[src/rtl/bxt_pkg.sv]
package bxt_pkg;
    localparam int BXT_BID_W     = 12;
    localparam int BXT_ORBIT_LEN = 3564;
    localparam int BXT_EVID_W    = 8;
    localparam int BXT_DLY_W     = 4;
    localparam int BXT_ERR_W     = 16;
endpackage

[src/rtl/bxt_pulse_delay.sv]
module bxt_pulse_delay #(
    parameter int DLY_W = bxt_pkg::BXT_DLY_W
) (
    input  logic             clk_i,
    input  logic             rst_ni,
    input  logic             pulse_i,
    input  logic [DLY_W-1:0] dly_i,
    output logic             pulse_o
);
    localparam int MAXD = (1 << DLY_W) - 1;

    logic [MAXD-1:0] line_d, line_q;
    logic [MAXD:0]   taps;

    always_comb begin
        line_d  = {line_q[MAXD-2:0], pulse_i};
        taps    = {line_q, pulse_i};
        pulse_o = taps[dly_i];
    end

    always_ff @(posedge clk_i) begin
        if (!rst_ni) line_q <= '0;
        else         line_q <= line_d;
    end
endmodule

[src/rtl/bxt_counters.sv]
module bxt_counters #(
    parameter int BID_W     = bxt_pkg::BXT_BID_W,
    parameter int ORBIT_LEN = bxt_pkg::BXT_ORBIT_LEN,
    parameter int EVID_W    = bxt_pkg::BXT_EVID_W
) (
    input  logic              clk_i,
    input  logic              rst_ni,
    input  logic              bclr_i,
    input  logic              eclr_i,
    input  logic              accept_i,
    output logic              tag_valid_o,
    output logic [BID_W-1:0]  tag_bid_o,
    output logic [EVID_W-1:0] tag_evid_o
);
    localparam logic [BID_W-1:0] BID_LAST = BID_W'(ORBIT_LEN - 1);

    typedef struct packed {
        logic [BID_W-1:0]  bid;
        logic [EVID_W-1:0] evid;
        logic              tag_v;
        logic [BID_W-1:0]  tag_bid;
        logic [EVID_W-1:0] tag_evid;
    } cnt_st_t;

    cnt_st_t st_d, st_q;

    always_comb begin
        st_d = st_q;
        if (bclr_i || st_q.bid == BID_LAST) st_d.bid = '0;
        else                                st_d.bid = st_q.bid + 1'b1;
        st_d.tag_v = accept_i;
        if (accept_i) begin
            st_d.tag_bid  = st_q.bid;
            st_d.tag_evid = st_q.evid;
            st_d.evid     = st_q.evid + 1'b1;
        end
        if (eclr_i) st_d.evid = '0;
    end

    always_ff @(posedge clk_i) begin
        if (!rst_ni) st_q <= '0;
        else         st_q <= st_d;
    end

    assign tag_valid_o = st_q.tag_v;
    assign tag_bid_o   = st_q.tag_bid;
    assign tag_evid_o  = st_q.tag_evid;


    bid_wrap_chk: assert property (@(posedge clk_i) disable iff (!rst_ni)
        (st_q.bid == BID_LAST) |=> (st_q.bid == '0));

    bid_step_chk: assert property (@(posedge clk_i) disable iff (!rst_ni)
        (!bclr_i && st_q.bid != BID_LAST) |=> (st_q.bid == BID_W'($past(st_q.bid) + 1)));

    bid_clear_chk: assert property (@(posedge clk_i) disable iff (!rst_ni)
        bclr_i |=> (st_q.bid == '0));

    evid_step_chk: assert property (@(posedge clk_i) disable iff (!rst_ni)
        (accept_i && !eclr_i) |=> (st_q.evid == EVID_W'($past(st_q.evid) + 1)));

    evid_hold_chk: assert property (@(posedge clk_i) disable iff (!rst_ni)
        (!accept_i && !eclr_i) |=> $stable(st_q.evid));

    tag_pulse_chk: assert property (@(posedge clk_i) disable iff (!rst_ni)
        accept_i |=> tag_valid_o);

    tag_hold_chk: assert property (@(posedge clk_i) disable iff (!rst_ni)
        !accept_i |=> (!tag_valid_o && $stable(tag_bid_o) && $stable(tag_evid_o)));
endmodule

[src/rtl/bxt_pair_check.sv]
module bxt_pair_check #(
    parameter int BID_W  = bxt_pkg::BXT_BID_W,
    parameter int EVID_W = bxt_pkg::BXT_EVID_W,
    parameter int ERR_W  = bxt_pkg::BXT_ERR_W
) (
    input  logic              clk_i,
    input  logic              rst_ni,
    input  logic [BID_W-1:0]  loc_bid_i,
    input  logic [EVID_W-1:0] loc_evid_i,
    input  logic              hdr_valid_i,
    input  logic [BID_W-1:0]  hdr_bid_i,
    input  logic [EVID_W-1:0] hdr_evid_i,
    input  logic              clr_i,
    output logic              mismatch_o,
    output logic [ERR_W-1:0]  err_cnt_o
);
    localparam logic [ERR_W-1:0] CNT_MAX = '1;

    typedef struct packed {
        logic             flag;
        logic [ERR_W-1:0] cnt;
    } chk_st_t;

    chk_st_t st_d, st_q;
    logic    bad;

    always_comb begin
        bad  = hdr_valid_i && ((hdr_bid_i != loc_bid_i) || (hdr_evid_i != loc_evid_i));
        st_d = st_q;
        if (bad) begin
            st_d.flag = 1'b1;
            if (st_q.cnt != CNT_MAX) st_d.cnt = st_q.cnt + 1'b1;
        end else if (clr_i) begin
            st_d.flag = 1'b0;
        end
    end

    always_ff @(posedge clk_i) begin
        if (!rst_ni) st_q <= '0;
        else         st_q <= st_d;
    end

    assign mismatch_o = st_q.flag;
    assign err_cnt_o  = st_q.cnt;


    sticky_flag_chk: assert property (@(posedge clk_i) disable iff (!rst_ni)
        (mismatch_o && !clr_i) |=> mismatch_o);

    cnt_idle_chk: assert property (@(posedge clk_i) disable iff (!rst_ni)
        !hdr_valid_i |=> $stable(err_cnt_o));

    cnt_sat_chk: assert property (@(posedge clk_i) disable iff (!rst_ni)
        (err_cnt_o == CNT_MAX) |=> (err_cnt_o == CNT_MAX));

    clr_flag_chk: assert property (@(posedge clk_i) disable iff (!rst_ni)
        (clr_i && !hdr_valid_i) |=> (!mismatch_o && $stable(err_cnt_o)));
endmodule

[src/rtl/bx_evt_tagger.sv]
module bx_evt_tagger #(
    parameter int BID_W     = bxt_pkg::BXT_BID_W,
    parameter int ORBIT_LEN = bxt_pkg::BXT_ORBIT_LEN,
    parameter int EVID_W    = bxt_pkg::BXT_EVID_W,
    parameter int DLY_W     = bxt_pkg::BXT_DLY_W,
    parameter int ERR_W     = bxt_pkg::BXT_ERR_W
) (
    input  logic              clk_i,
    input  logic              rst_ni,
    input  logic              bunch_rst_i,
    input  logic              event_rst_i,
    input  logic [DLY_W-1:0]  bres_dly_i,
    input  logic              accept_i,
    input  logic              hdr_valid_i,
    input  logic [BID_W-1:0]  hdr_bid_i,
    input  logic [EVID_W-1:0] hdr_evid_i,
    input  logic              err_clr_i,
    output logic              tag_valid_o,
    output logic [BID_W-1:0]  tag_bid_o,
    output logic [EVID_W-1:0] tag_evid_o,
    output logic              mismatch_o,
    output logic [ERR_W-1:0]  err_cnt_o
);
    logic bclr;

    bxt_pulse_delay #(.DLY_W(DLY_W)) u_dly (
        .clk_i  (clk_i),
        .rst_ni (rst_ni),
        .pulse_i(bunch_rst_i),
        .dly_i  (bres_dly_i),
        .pulse_o(bclr)
    );

    bxt_counters #(.BID_W(BID_W), .ORBIT_LEN(ORBIT_LEN), .EVID_W(EVID_W)) u_cnt (
        .clk_i      (clk_i),
        .rst_ni     (rst_ni),
        .bclr_i     (bclr),
        .eclr_i     (event_rst_i),
        .accept_i   (accept_i),
        .tag_valid_o(tag_valid_o),
        .tag_bid_o  (tag_bid_o),
        .tag_evid_o (tag_evid_o)
    );

    bxt_pair_check #(.BID_W(BID_W), .EVID_W(EVID_W), .ERR_W(ERR_W)) u_chk (
        .clk_i      (clk_i),
        .rst_ni     (rst_ni),
        .loc_bid_i  (tag_bid_o),
        .loc_evid_i (tag_evid_o),
        .hdr_valid_i(hdr_valid_i),
        .hdr_bid_i  (hdr_bid_i),
        .hdr_evid_i (hdr_evid_i),
        .clr_i      (err_clr_i),
        .mismatch_o (mismatch_o),
        .err_cnt_o  (err_cnt_o)
    );
endmodule

[config.mk]
export PLATFORM = sky130hd
export DESIGN_NAME = bx_evt_tagger
export DESIGN_NICKNAME = d
export VERILOG_FILES = /design/src/rtl/bxt_pkg.sv /design/src/rtl/bxt_pulse_delay.sv /design/src/rtl/bxt_counters.sv /design/src/rtl/bxt_pair_check.sv /design/src/rtl/bx_evt_tagger.sv
export SDC_FILE = /design/constraint.sdc
export NUM_CORES = 1
export LEC_CHECK = 0
export BUFFER_PORTS_ARGS = -buffer_cell sky130_fd_sc_hd__clkbuf_2
export CORE_UTILIZATION = 37
export DETAILED_ROUTE_END_ITERATION = 7
export GPL_TIMING_DRIVEN = 1
export HOLD_SLACK_MARGIN = 0.03
export SLEW_MARGIN = 20
export SYNTH_ARGS = -nofsm -noshare
export SYNTH_HDL_FRONTEND = slang
export SYNTH_SLANG_ARGS = --single-unit
export TNS_END_PERCENT = 30
[constraint.sdc]
create_clock -name clk_i -period 1.7 [get_ports clk_i]
set_input_delay 0.34 -clock clk_i [delete_from_list [all_inputs] [get_ports clk_i]]
set_output_delay 0.34 -clock clk_i [all_outputs]
set_load 0.02 [all_outputs]
==> run metrics <==
status=complete, but fails checks; failing checks=setup timing; Yosys Warn Count=0; Die Footprint=0.00937 mm^2; DIE HEIGHT=96.8 um; IR Drop Worst-Case VDD=0.000502 V; Worst R2R Path Depth=8; vias in the first global route=2,592; CTS Hold Buffers Added=0; Clock Skews=0.0111 ns; setup_tns=-1.50 ns; register bit total from synthesis=73; Max Slew Vio Count=0; Clock Sinks=73; worst slew pin tran=0.398 ns; CP startpoint kind=register; hold violation count in the final report=0; Clk Latency, worst-skew pair=0.35 ns; Worst EP required=1.92 ns; core area=0.00872 mm^2; Routability Congestion=0.808; clk buf depth=2; largest family of logic cells by synthesized area=simple AND/OR/NAND/NOR gates; DR pass1 iterations=5; Cell Rows=34; Tcrit/Tclk final=110%; DRC=0; Post-Synth Adder-Cell Area=1.13%; Worst-path clk slew=0.08 ns; sequential area share after synthesis=43.9%; htree depth=3; initial antenna violation count=0; vias after detailed routing=2,735; grt ovf=0; Synth Area in Compound Gates=6.73%; Hold WS=0.215 ns; Worst Hold Depth=2; Yosys cell types=37; DR iter-0 viols=104; share of cells above drive strength 1=40.4%; fillcell total=816; cts bufs inserted=9; CTS tree=done; Routed Antenna Nets=0; Starting Density=38.1%; Seq. cell area=0.00148 mm^2; syn_nets=382; clk root buf=clkbuf_8; worst min-delay path class=primary input to register; largest net degree at the start of global routing=23; Mapped Area=0.00333 mm^2; gr usage total=16.3%; setup ws final=-0.177 ns; Final Cell Area=0.00448 mm^2; synthesized netlist cell count=348; Tmin final=1.88 ns; Die X=96.8 um; MaxCap Viol Count=0; simple-gate share of the synthesized area=19.9%; xor/xnor cell area share of the yosys netlist=10.0%; Final setup viols=14; Power per Cell Area=765 mW/mm^2; CP Class=register to register; Worst slew margin=73.4%; mux cell area share after synthesis=11.0%; placement-stage cell area=0.00402 mm^2; ant diodes=0; combined area of the multi-input logic cells=0.00184 mm^2; vias per cell=4.85; average size of a mapped cell=9.56 um^2; drt total wl=7630 um; final design utilization=51.4%; HPWL Detailed=5470 um; Area growth syn-to-layout=34.8%; Layout Nets=485; port bufs=68; RSZ-0062 raised after global routing=yes; Lkg Pwr=1.97 nW; wire per inst=13.5 um; Arr. time, crit path=2.10 ns; worst-path maximum fanout=8; number of primary I/O pins=69; CP endpoint kind=register; Fmax=0.533 GHz; first-pass GRT wire length=12,200 um
-- critical path, cell delays in order (launching register included) --
cell,delay [ns]
dfxtp_2,0.34
xor2_2,0.18
nor4_4,0.33
buf_4,0.18
nand2_4,0.05
o211ai_4,0.27
buf_12,0.16
mux2i_1,0.17
nor2_1,0.06
-- routing by layer --
layer	wire length (um)	track usage (%)	vias to the layer above	part of all wire, %
li1	-	-	1373	-
met3	418	5.13	12	5.5
met2	3470	25.3	77	46
met1	3580	21.0	1273	47
met5	0	0	-	0
met4	160	6.43	0	2.1
-- Yosys cell counts (all sizes together) --
library cell | number | area (um^2)
mux2 | 1 | 11.3
ha | 3 | 37.5
o211ai | 4 | 40.0
or3 | 7 | 43.8
o2111ai | 2 | 17.5
mux4 | 4 | 105
and3 | 6 | 37.5
clkbuf | 7 | 26.3
and2 | 20 | 125
nand3 | 12 | 60.1
nand2b | 3 | 18.8
nor4 | 5 | 31.3
xnor2 | 6 | 52.6
nand4b | 1 | 8.76
a2111oi | 1 | 15.0
a211oi | 2 | 15.0
dfxtp | 73 | 1460
nor2 | 48 | 185
buf | 26 | 194
xor2 | 32 | 280
o21bai | 1 | 7.51
o21ai | 8 | 40.0
a21oi | 9 | 48.8
o21a | 4 | 30.0
nand4 | 9 | 56.3
mux2i | 25 | 250
nand2 | 14 | 52.6
or2 | 1 | 6.26
inv | 6 | 22.5
o311a | 1 | 10.0
nor3 | 7 | 35.0
-- report_power, final --
| group | internal, mW | switching, mW | total, mW |
|---|---|---|---|
| sequential | 1.73 | 0.0209 | 1.75 |
| combinational | 0.131 | 0.159 | 0.290 |
| clock | 0.720 | 0.663 | 1.38 |
| total | 2.58 | 0.843 | 3.43 |
-- final cells by class --
class / instances / share of cell area, %
Clock buffer: 10 / 3.07
Inverter: 6 / 0.502
Timing Repair Buffer: 125 / 18.0
Tap cell: 108 / 3.01
Multi-Input combinational cell: 236 / 41.1
Sequential cell: 73 / 32.9
Clock inverter: 6 / 1.45
-- registers in the layout, summed over array words and instances (netlist names) --
| name | flops |
|---|---|
| u_chk.err_cnt_o | 16 |
| u_chk.mismatch_o | 1 |
| u_cnt.st_q | 20 |
| u_cnt.tag_bid_o | 12 |
| u_cnt.tag_evid_o | 8 |
| u_cnt.tag_valid_o | 1 |
| u_dly.line_q | 15 |
-- worst paths after layout --
check / from / end / slack [ns]
worst max-delay path: u_cnt.tag_bid_o[6] / u_chk.err_cnt_o[1] / -0.18
worst min register to register: u_dly.line_q[0] / u_dly.line_q[1] / 0.46
worst min-delay path: bunch_rst_i / u_dly.line_q[0] / 0.22
worst max register to register: u_cnt.tag_bid_o[6] / u_chk.err_cnt_o[1] / -0.18
-- metrics by stage --
step / setup slack [ns] / instances / total power [mW]
after floorplan: -0.0169 / 348 / 1.95
after global placement: -0.324 / 544 / 2.05
after detailed placement: -0.377 / 544 / 2.05
after CTS: -0.113 / 560 / 3.44
after global routing: -0.278 / 564 / 3.57
final: -0.177 / 564 / 3.43
-- cells by family (layout without fill, tap and decap cells) --
logic type                 after synthesis  after routing
muxes                                   30             30
and+or+nand+nor                        133            133
buffers and inverters                   39            147
AOI/OAI and AO/OA                       32             32
xor gates and xnor gates                38             38
DFF                                     73             73
adders and majority gates                3              3
-- cells in the final DEF (no fill, tap or decap), drive strengths merged, types with 3 or more instances in the layout --
| master | n |
|---|---|
| clkbuf | 79 |
| dfxtp | 73 |
| buf | 56 |
| nor2 | 48 |
| xor2 | 32 |
| mux2i | 25 |
| and2 | 20 |
| nand2 | 14 |
| nand3 | 12 |
| nand4 | 9 |
| a21oi | 9 |
| o21ai | 8 |
| or3 | 7 |
| inv | 7 |
| nor3 | 7 |
| xnor2 | 6 |
| and3 | 6 |
| nor4 | 5 |
| o21a | 4 |
| mux4 | 4 |
| o211ai | 4 |
| nand2b | 3 |
| ha | 3 |
| clkinv | 3 |
-- repair_timing --
| action | in CTS | in global routing |
|---|---|---|
| setup buffers | 0 | 3 |
| endpoints found under the setup margin | 29 | 29 |
| cloned | 0 | 1 |
| gates resized for setup | 13 | 31 |
| pin swaps | 10 | 25 |
No activity file was read; power rests on OpenSTA's default activity.
